File: src/rtl/kbd_rx.sv
module kbd_rx #(
  parameter int DATA_BITS      = 8,
  parameter int TIMEOUT_CYCLES = 4096
) (
  input  logic                 clk,
  input  logic                 rst_n,
  input  logic                 kb_clk_in,
  input  logic                 kb_data_in,
  input  logic                 clk_enable,
  input  logic                 buf_enable,
  output logic                 kb_clk_hold,
  output logic                 irq_n,
  output logic [DATA_BITS-1:0] rx_byte
);
  localparam int CNT_W = $clog2(DATA_BITS + 1);
  localparam int TO_W  = $clog2(TIMEOUT_CYCLES + 1);
  localparam logic [CNT_W-1:0] LAST_BIT = CNT_W'(DATA_BITS);
  localparam logic [TO_W-1:0]  TO_LAST  = TO_W'(TIMEOUT_CYCLES - 1);

  logic [2:0]           clk_sync;
  logic [1:0]           dat_sync;
  logic [CNT_W-1:0]     bit_cnt;
  logic [TO_W-1:0]      idle_cnt;
  logic [DATA_BITS-1:0] shreg;
  logic [DATA_BITS-1:0] hold_reg;
  logic                 full;

  wire                 fall      = clk_sync[2] & ~clk_sync[1];
  wire                 last_fall = fall && (bit_cnt == LAST_BIT);
  wire [DATA_BITS-1:0] next_sh   = {dat_sync[1], shreg[DATA_BITS-1:1]};

  assign kb_clk_hold = full | ~clk_enable;
  assign irq_n       = ~full;
  assign rx_byte     = hold_reg;

  always_ff @(posedge clk or negedge rst_n) begin
    if (!rst_n) begin
      clk_sync <= 3'b111;
      dat_sync <= 2'b11;
    end else begin
      clk_sync <= {clk_sync[1:0], kb_clk_in};
      dat_sync <= {dat_sync[0], kb_data_in};
    end
  end

  always_ff @(posedge clk or negedge rst_n) begin
    if (!rst_n) begin
      bit_cnt  <= '0;
      idle_cnt <= '0;
      shreg    <= '0;
    end else begin
      if (fall || bit_cnt == '0) idle_cnt <= '0;
      else                       idle_cnt <= idle_cnt + 1'b1;

      if (fall) begin
        if (bit_cnt == '0) begin
          bit_cnt <= CNT_W'(1);
        end else begin
          shreg <= next_sh;
          if (bit_cnt == LAST_BIT) bit_cnt <= '0;
          else                     bit_cnt <= bit_cnt + 1'b1;
        end
      end else if (bit_cnt != '0 && idle_cnt == TO_LAST) begin
        bit_cnt <= '0;
      end
    end
  end

  always_ff @(posedge clk or negedge rst_n) begin
    if (!rst_n) begin
      full     <= 1'b0;
      hold_reg <= '0;
    end else if (!buf_enable) begin
      full     <= 1'b0;
      hold_reg <= '0;
    end else if (last_fall && !full) begin
      full     <= 1'b1;
      hold_reg <= next_sh;
    end
  end

  AST_CNT_RANGE: assert property (@(posedge clk) disable iff (!rst_n)
    bit_cnt <= LAST_BIT);
  AST_FILL_ON_LAST: assert property (@(posedge clk) disable iff (!rst_n)
    $fell(irq_n) |-> $past(last_fall));
  AST_HOLD_WHEN_FULL: assert property (@(posedge clk) disable iff (!rst_n)
    !irq_n |-> kb_clk_hold);
  AST_CLEAR_EMPTIES: assert property (@(posedge clk) disable iff (!rst_n)
    !buf_enable |=> (irq_n && rx_byte == '0));
  AST_KEEP_BYTE: assert property (@(posedge clk) disable iff (!rst_n)
    (!irq_n && buf_enable) |=> $stable(rx_byte));
endmodule

File: config.mk
export PLATFORM = sky130hd
export DESIGN_NAME = kbd_rx
export DESIGN_NICKNAME = d
export VERILOG_FILES = /design/src/rtl/kbd_rx.sv
export SDC_FILE = /design/constraint.sdc
export NUM_CORES = 1
export LEC_CHECK = 0
export ABC_AREA = 1
export BUFFER_PORTS_ARGS = -buffer_cell sky130_fd_sc_hd__buf_2
export CORE_ASPECT_RATIO = 1.25
export CORE_MARGIN = 5
export CORE_UTILIZATION = 35
export DETAILED_ROUTE_END_ITERATION = 7
export GPL_ROUTABILITY_DRIVEN = 0
export MAX_ROUTING_LAYER = met4
export PLACE_DENSITY = 0.58
export SLEW_MARGIN = 20
export SYNTH_ARGS = -nofsm -noshare
export SYNTH_HDL_FRONTEND = slang
export SYNTH_SLANG_ARGS = --single-unit
File: constraint.sdc
create_clock -name clk -period 2.6 [get_ports clk]
set_input_delay 0.39 -clock clk [delete_from_list [all_inputs] [get_ports clk]]
set_output_delay 0.39 -clock clk [all_outputs]
set_load 0.005 [all_outputs]
======== Yosys cells after proc, flatten, opt, wreduce, memory -nomap -nowiden ========
Cells that the tools add are included.
W data, S select, Z words.
operators by class
  bitwise logic cells ..................... 6
  mux-type cells .......................... 9
  reductions and logical operators ........ 9
  divide/modulo/power cells ............... 0
  $lt $le $gt $ge ......................... 0
  multipliers ............................. 0
  add/subtract/negate cells ............... 2
  equality and inequality tests ........... 3
  shifts and indexed selects .............. 0
operators with widths
  cell                     count
  $mux W4                  4
  $mux W8                  2
  $add A13 B1 Y13 const B  1
  $eq A13 B12 Y1 const B   1
  $mux W13                 1
  $add A4 B1 Y4 const B    1
  $eq A4 B4 Y1 const B     1
  $logic_not A4 Y1         1
  $not A1 Y1               4
  $reduce_bool A4 Y1       1
  $logic_and A1 B1 Y1      3
  $mux W1                  2
  $ne A2 B1 Y1 const B     1
  $reduce_and A2 Y1        1
  $reduce_bool A2 Y1       1
  $and A1 B1 Y1            1
  $logic_not A1 Y1         1
  $logic_or A1 B1 Y1       1
  $or A1 B1 Y1             1
word-level totals
  flip-flop bits (word level) ............. 39
  word-level logic and storage cells ...... 36
  bits in latches ......................... 0
  bits of input ports ..................... 6
  output and inout bits ................... 10
  memories kept ........................... 0
  bits in read-only memories .............. 0
  bits in writable memories ............... 0

======== Longest topological paths before layout ========
Gate-level depths: netlist (run 1).
  word-level depth ........................ 6
  mapped depth ............................ 9
  depth with buffers taken out ............ 9

======== Worst setup path after synthesis (run 1) ========
No wires, ideal clock.
  path type ............................... register to register
  start ................................... register bit_cnt[0]
  end ..................................... register idle_cnt[6]
  data required time ...................... 2476 ps
  buffers on the path ..................... 0
  data arrival time ....................... 1132 ps
  cell stages (with the launch flop) ...... 8
  setup time .............................. 124 ps
  period minus slack after synthesis ...... 1256 ps
  path slack .............................. 1344 ps
  path through ............................ dfrtp_1 > inv_1 > ha_1 > nand3_4 > nand2_4 > clkinv_4 > o21ai_2 > a21oi_2
on the way
  word-level cells in the longest chain between the ends .. 3
ends and longest elaborated chain
  element                 line  RTL
  from (decl)             22    logic [CNT_W-1:0] bit_cnt;
  from (signal assigned)  61    else bit_cnt <= bit_cnt + 1'b1;
  $logic_not A4 Y1        52    if (fall || bit_cnt == '0) idle_cnt <= '0;
  $logic_or A1 B1 Y1      52
  $mux W13                52
  to (signal assigned)    53    else idle_cnt <= idle_cnt + 1'b1;
  to (decl)               23    logic [TO_W-1:0] idle_cnt;
No other way between the ends.
A chain may end at the register's enable or synchronous reset.

======== Worst setup path in the final report (run 1) ========
  start ................................... register bit_cnt[0]
  end ..................................... register hold_reg[1], in the netlist rx_byte[1]
on the way
  word-level cells in the longest chain between the ends .. 4
ends and longest elaborated chain
  element                 line  RTL
  $eq A4 B4 Y1            29    wire last_fall = fall && (bit_cnt == LAST_BIT);
  $logic_and A1 B1 Y1     29
  $logic_and A1 B1 Y1     76    end else if (last_fall && !full) begin
  $ne A2 B1 Y1 (no line)  n/a
  to (signal assigned)    78    hold_reg <= next_sh;
  to (decl)               25    logic [DATA_BITS-1:0] hold_reg;
No other way between the ends.

==> impl_metrics.csv, run 1 <==
group,metric,value,unit
sta,final_max_slew_viol_count,0,
floorplanning,die_area,6520,sq um
clock_tree,cts_inserted_buffers,5,
clock_tree,cts-resized-gates,0,
sta,setup_viol,0,
sta,skew,0.00611,ns
clock_tree,cts_buffer_depth,2,
setup_path,cp_slowest_stage_delay,0.44,ns
logic_synthesis,synthesis.nets,197,
sta,fin_crit,1.42,ns
setup_path,slowest_stage,"dfrtp_1",
sta,setup_tns,0,ns
setup_path,worst-path-buf-inv,1,
clock_tree,clkSinkCount,38,
pwr,power.leakage,0.971,nW
setup_path,end_kind,"flip-flop",
floorplanning,die_h,89.0,um
global_route,grt_first_pass_wirelength,5550,um
clock_tree,postCtsHoldBufs,0,
place,dp_hpwl,2270,um
detailed_routing,drc_errors,0,
clock_tree,postCtsSetupBuffers,0,
pwr,p_total,0.00169,W
setup_path,required,2.81,ns
global_route,grt_pass1_vias,1274,
detailed_routing,drt-initial-drc-count,95,
global_route,antenna_found_initial,0,
clock_tree,tritoncts,"done",
detailed_routing,wire_per_inst,11.6,um
clock_tree,clk_latency,0.29,ns
cells_and_area,drive_gt1_frac,0.258,
job,cap_violations,0,
detailed_routing,dr.pass1.iters,4,
global_route,grt_start_max_net_pins,39,
place,port_buffers,15,
setup_path,r2r_slack,1.18,ns
setup_path,path_cells,"inv_1, ha_1, nand2_1, nor2_1, nand2_1, nand2_4, nand2_1, o21ai_1",
detailed_routing,route.antenna.remaining_nets,0,
setup_path,arrival,1.63,ns
logic_synthesis,synth_seq_cells,38,
floorplanning,fp.dieW,73.2,um
logic_synthesis,ys_seq_area_frac,0.548,
logic_synthesis,synthDistinctLibCells,26,
sta,maxSlewHeadroom,0.438,
floorplanning,initial_core_util,0.364,
setup_path,crit_top_cell,"nand2_1",
logic_synthesis,syn_area,1750,sq um
clock_tree,cts.clk_slew.worst_paths,0.07,ns
floorplanning,rows,28,
detailed_routing,routed_via_density,4.62,
pwr,peakVddDrop,0.407,mV
clock_tree,htreeDepth,2,
sta,max_freq,0.704,GHz
global_route,grt_overflow_total,0,
logic_synthesis,ys_warn_count,0,
sta,worst_slew_pin_slew,0.843,ns
cells_and_area,final_nets,218,
floorplanning,core_area,4800,sq um
logic_synthesis,syn_inst,187,
setup_path,crit_path_max_fanout,8,
setup_path,crit_type,"flip-flop to flip-flop",
setup_path,critical_path.startpoint_type,"flip-flop",
run_status,status,"completed",
clock_tree,root_buffer,"clkbuf_8",
detailed_routing,wl,3120,um
floorplanning,ios,16,
sta,rsz0062_at_grt,"false",
pwr,powerDensity,852,nW/um^2
cells_and_area,antenna-diode-count,0,
global_route,grt_usage,0.113,
logic_synthesis,synth_area_per_cell,9.35,sq um
setup_path,path_delay_family,"simple AND/OR/NAND/NOR gates",
cells_and_area,area_growth,13.2,%
sta,final-hold-violation-count,0,
sta,fin_crit_sh,0.546,
hold_path,hold_class,"input port to asynchronous set/reset pin",
detailed_routing,vias,1244,
## where the power goes
| part | total [W] | internal [W] | switching [W] |
|---|---|---|---|
| Combinational | 0.000451 | 0.000171 | 0.000279 |
| Clock | 0.000411 | 0.000214 | 0.000197 |
| Sequential | 0.000825 | 0.000727 | 0.0000976 |
| Total | 0.00169 | 0.00111 | 0.000574 |
## flip-flops by register name, summed over array words and instances, names as in the netlist
| register | flops |
|---|---|
| rx_byte | 8 |
| full | 1 |
| idle_cnt | 13 |
| dat_sync | 2 |
| shreg | 7 |
| bit_cnt | 4 |
| clk_sync | 3 |
## cells in the mapped netlist (all sizes together)
cell type	number	area, sq um
nand2	52	235
a21oi	10	68.8
buf	1	11.3
nand3	16	97.6
nor2	19	86.3
dfrtp	33	826
nor3	3	15.0
o21bai	1	7.51
ha	4	50.1
xor2	2	17.5
clkinv	1	8.76
o21ai	14	85.1
dfstp	5	131
nand4	3	18.8
a31oi	1	6.26
inv	22	82.6
## stage by stage
stage                     instance area, sq um  hold WS (ns)  std cells  utilization  setup slack, ns
after floorplan                           1750        0.0944        187            -             1.34
after global placement                    1890         0.349        261        0.393             1.22
after detailed placement                  1890         0.350        261        0.393             1.17
after CTS                                 1980         0.190        269        0.412             1.15
after global routing                      1980         0.185        269        0.412             1.02
final                                     1980         0.201        269        0.412             1.18
## final cells by class
class | instances | area [sq um]
clock inverters | 1 | 5.00
multi-input cells | 125 | 688
inverters | 23 | 91.3
clock buffers | 7 | 86.3
flip-flops and latches | 38 | 957
well taps | 60 | 75.1
fillers | 469 | 2820
repair buffers | 15 | 75.1
## layout by cell type (no fill, tap or decap)
| cell | netlist | final |
|---|---|---|
| nand2_1 | 46 | 46 |
| dfrtp_1 | 33 | 33 |
| inv_1 | 17 | 17 |
| nor2_1 | 15 | 15 |
| buf_2 | 0 | 15 |
| nand3_1 | 14 | 14 |
| o21ai_1 | 9 | 9 |
| clkbuf_8 | 0 | 6 |
| inv_2 | 5 | 5 |
| nand2_4 | 5 | 5 |
| a21oi_1 | 5 | 5 |
| a21oi_2 | 5 | 5 |
| dfstp_2 | 5 | 5 |
| o21ai_2 | 4 | 4 |
| ha_1 | 4 | 4 |
| nand4_1 | 3 | 3 |
| nor2_2 | 3 | 3 |
| nor3_1 | 3 | 3 |
| xor2_1 | 2 | 2 |
| nand3_4 | 1 | 1 |
| nand2_2 | 1 | 1 |
| nor2_4 | 1 | 1 |
| clkinv_4 | 1 | 1 |
| o21bai_1 | 1 | 1 |
| a31oi_1 | 1 | 1 |
| nand3_2 | 1 | 1 |
| o21ai_0 | 1 | 1 |
| clkbuf_1 | 0 | 1 |
| clkinv_2 | 0 | 1 |
## final timing paths
kind / startpoint / end / depth (start not counted)
worst max register to register: bit_cnt[0] / rx_byte[1] / 8
worst min register to register: clk_sync[0] / clk_sync[1] / 0
min in group clk: kb_clk_in / clk_sync[0] / 1
worst min-delay path: rst_n / idle_cnt[6] / 1
worst max-delay path: bit_cnt[0] / rx_byte[1] / 8
max in group asynchronous: rst_n / rx_byte[1] / 1
## routing by layer
metal	track usage	wire length (um)	vias up
met5	-	0	-
met2	0.181	1520	18
li1	-	-	642
met4	0.0503	64	0
met3	0.0304	115	6
met1	0.132	1420	578
## cell families after synthesis
kind of cell               after synthesis  synth area share
adders and majority gates                4            0.0286
and+or+nand+nor                         93             0.259
xor gates and xnor gates                 2            0.0100
AOI/OAI and AO/OA                       26            0.0959
DFF                                     38             0.548
buffers and inverters                   24            0.0587
No activity file was read; power rests on OpenSTA's default activity.
==> run 2, diff against run 1 <==
==> constraint.sdc (replaced) <==
create_clock -name clk -period 1.35 [get_ports clk]
set_input_delay 0.2025 -clock clk [delete_from_list [all_inputs] [get_ports clk]]
set_output_delay 0.2025 -clock clk [all_outputs]
set_load 0.005 [all_outputs]
==> impl_metrics.csv, run 2 (same netlist as run 1, synthesis figures left out) <==
group,metric,value,unit
pwr,peakVddDrop,0.918,mV
place,dp_hpwl,2190,um
pwr,powerDensity,1590,nW/um^2
floorplanning,ios,16,
place,port_buffers,15,
global_route,grt_usage,0.111,
setup_path,r2r_slack,0.07,ns
global_route,busiest_layer,"met2",
global_route,met3_usage,0.0236,
setup_path,worstReg2RegStart,"bit_cnt[1]",
sta,fin_crit,1.28,ns
cells_and_area,largest_reg_flops,13,
detailed_routing,routed_via_density,4.60,
floorplanning,die_area,6520,sq um
setup_path,critical_path.startpoint_type,"flip-flop",
sta,final-hold-violation-count,0,
clock_tree,tritoncts,"done",
global_route,antenna_found_initial,0,
pwr,combPwrFrac,0.317,
clock_tree,root_buffer,"clkbuf_8",
cells_and_area,antenna-diode-count,0,
pwr,switching_share,0.345,
global_route,met2_usage,0.181,
floorplanning,fp.dieW,73.2,um
run_status,status,"completed",
sta,rsz0062_at_grt,"true",
sta,max_freq,0.779,GHz
setup_path,required,1.57,ns
global_route,grt_first_pass_wirelength,5400,um
cells_and_area,area_growth,22.0,%
sta,worst_slew_pin_slew,0.279,ns
detailed_routing,wl,3080,um
setup_path,crit_type,"flip-flop to flip-flop",
pwr,power.leakage,1.04,nW
sta,maxSlewHeadroom,0.814,
detailed_routing,vias,1284,
cells_and_area,fin_util,0.444,
clock_tree,cts_inserted_buffers,5,
detailed_routing,drt-initial-drc-count,83,
global_route,grt_start_max_net_pins,39,
hold_path,min_delay_path_depth,1,
clock_tree,cts_buffer_depth,2,
floorplanning,die_h,89.0,um
sta,setup_viol,0,
pwr,clkPwrFrac,0.214,
floorplanning,initial_core_util,0.364,
cells_and_area,layout_commonest_cell,"nand2_1",
hold_path,hp-start,"kb_clk_in",
cells_and_area,fillers,454,
global_route,grt_overflow_total,0,
cells_and_area,drive_gt1_frac,0.333,
cells_and_area,regMostFlops,"idle_cnt",
setup_path,r2r_end,"rx_byte[4]",
clock_tree,clk_latency,0.28,ns
hold_path,hold_end,"clk_sync[0]",
floorplanning,rows,28,
setup_path,crit_path_max_fanout,7,
pwr,p_int,0.00222,W
pwr,p_sw,0.00117,W
floorplanning,core_area,4800,sq um
global_route,grt_pass1_vias,1268,
pwr,p_seq_frac,0.469,
clock_tree,clkSinkCount,38,
cells_and_area,final_cell_mix,"nand2_1, dfrtp_1, inv_1, buf_2, nor2_1",
setup_path,arrival,1.51,ns
sta,skew,0.00587,ns
setup_path,end_kind,"flip-flop",
place,dp.cells,265,
detailed_routing,drc_errors,0,
detailed_routing,wire_per_inst,11.0,um
job,cap_violations,0,
sta,final_max_slew_viol_count,0,
setup_path,reg2reg_depth,9,
clock_tree,cts.clk_slew.worst_paths,0.07,ns
cells_and_area,finalNonFillerCells,279,
hold_path,hold_class,"input port to flip-flop",
sta,fin_crit_sh,0.951,
global_route,use_met1,0.123,
detailed_routing,route.antenna.remaining_nets,0,
cells_and_area,final_nets,228,
clock_tree,htreeDepth,2,
detailed_routing,dr.pass1.iters,4,
## run 2: worst max-delay path by stage
stage	start	end	slack (ns)	cells past startpoint
3_3_place_gp	bit_cnt[0]	rx_byte[1]	0.05	8
4_1_cts	bit_cnt[0]	rx_byte[1]	0.007	8
3_5_place_dp	bit_cnt[0]	rx_byte[1]	0.02	8
2_1_floorplan	bit_cnt[0]	idle_cnt[6]	0.09	7
5_1_grt	idle_cnt[0]	bit_cnt[0]	-0.03	8
6_report	bit_cnt[1]	rx_byte[4]	0.07	9
## run 2: timing repair
action	4_1_cts	5_1_grt
hold endpoints to repair	34	0
hold buffers	2	0
setup buffers	0	4
setup endpoints to repair	0	17
gates resized for setup	0	21
## run 2: stage by stage
stage | total power, W | setup WS, ns | hold slack [ns] | cell area, sq um | TNS, ns
4_1_cts | 0.00330 | 0.00727 | 0.00900 | 2030 | 0
5_1_grt | 0.00367 | -0.0330 | 0.00875 | 2130 | -0.216
3_5_place_dp | 0.00255 | 0.0170 | 0.184 | 1930 | 0
6_report | 0.00338 | 0.0661 | 0.0191 | 2130 | 0
2_1_floorplan | 0.00224 | 0.0944 | -0.0931 | 1750 | 0
3_3_place_gp | 0.00254 | 0.0458 | 0.180 | 1930 | 0
## run 2: power groups by stage
stage / clock network (W) / logic, W / registers, W
after global routing: 0.000813 / 0.00124 / 0.00162
after global placement: 0 / 0.000956 / 0.00158
after CTS: 0.000758 / 0.000976 / 0.00156
after detailed placement: 0 / 0.000966 / 0.00159
final: 0.000724 / 0.00107 / 0.00159
after floorplan: 0 / 0.000671 / 0.00157
## run 2: final cells by class
class | count | area (sq um) | area share
clock buffer | 8 | 80.1 | 0.0375
inverter | 23 | 96.3 | 0.0452
multi-input combinational | 125 | 753 | 0.353
sequential | 38 | 957 | 0.449
tap | 60 | 75.1 | 0.0352
timing repair buffer | 25 | 171 | 0.0804
## run 2: worst max-delay path, stage by stage (launching register included)
cell and delay, ns:
dfrtp_1 0.39, inv_2 0.09, ha_4 0.14, nand2_4 0.05, nor2_4 0.12, nand2_2 0.07, nand2_4 0.13, buf_6 0.12
nand3_2 0.05, nand2_1 0.07
## run 2: layer usage
layer,up-vias,part of all wire
met5,-,0
met2,12,0.49
met3,6,0.033
met4,0,0.023
met1,604,0.45
li1,662,-
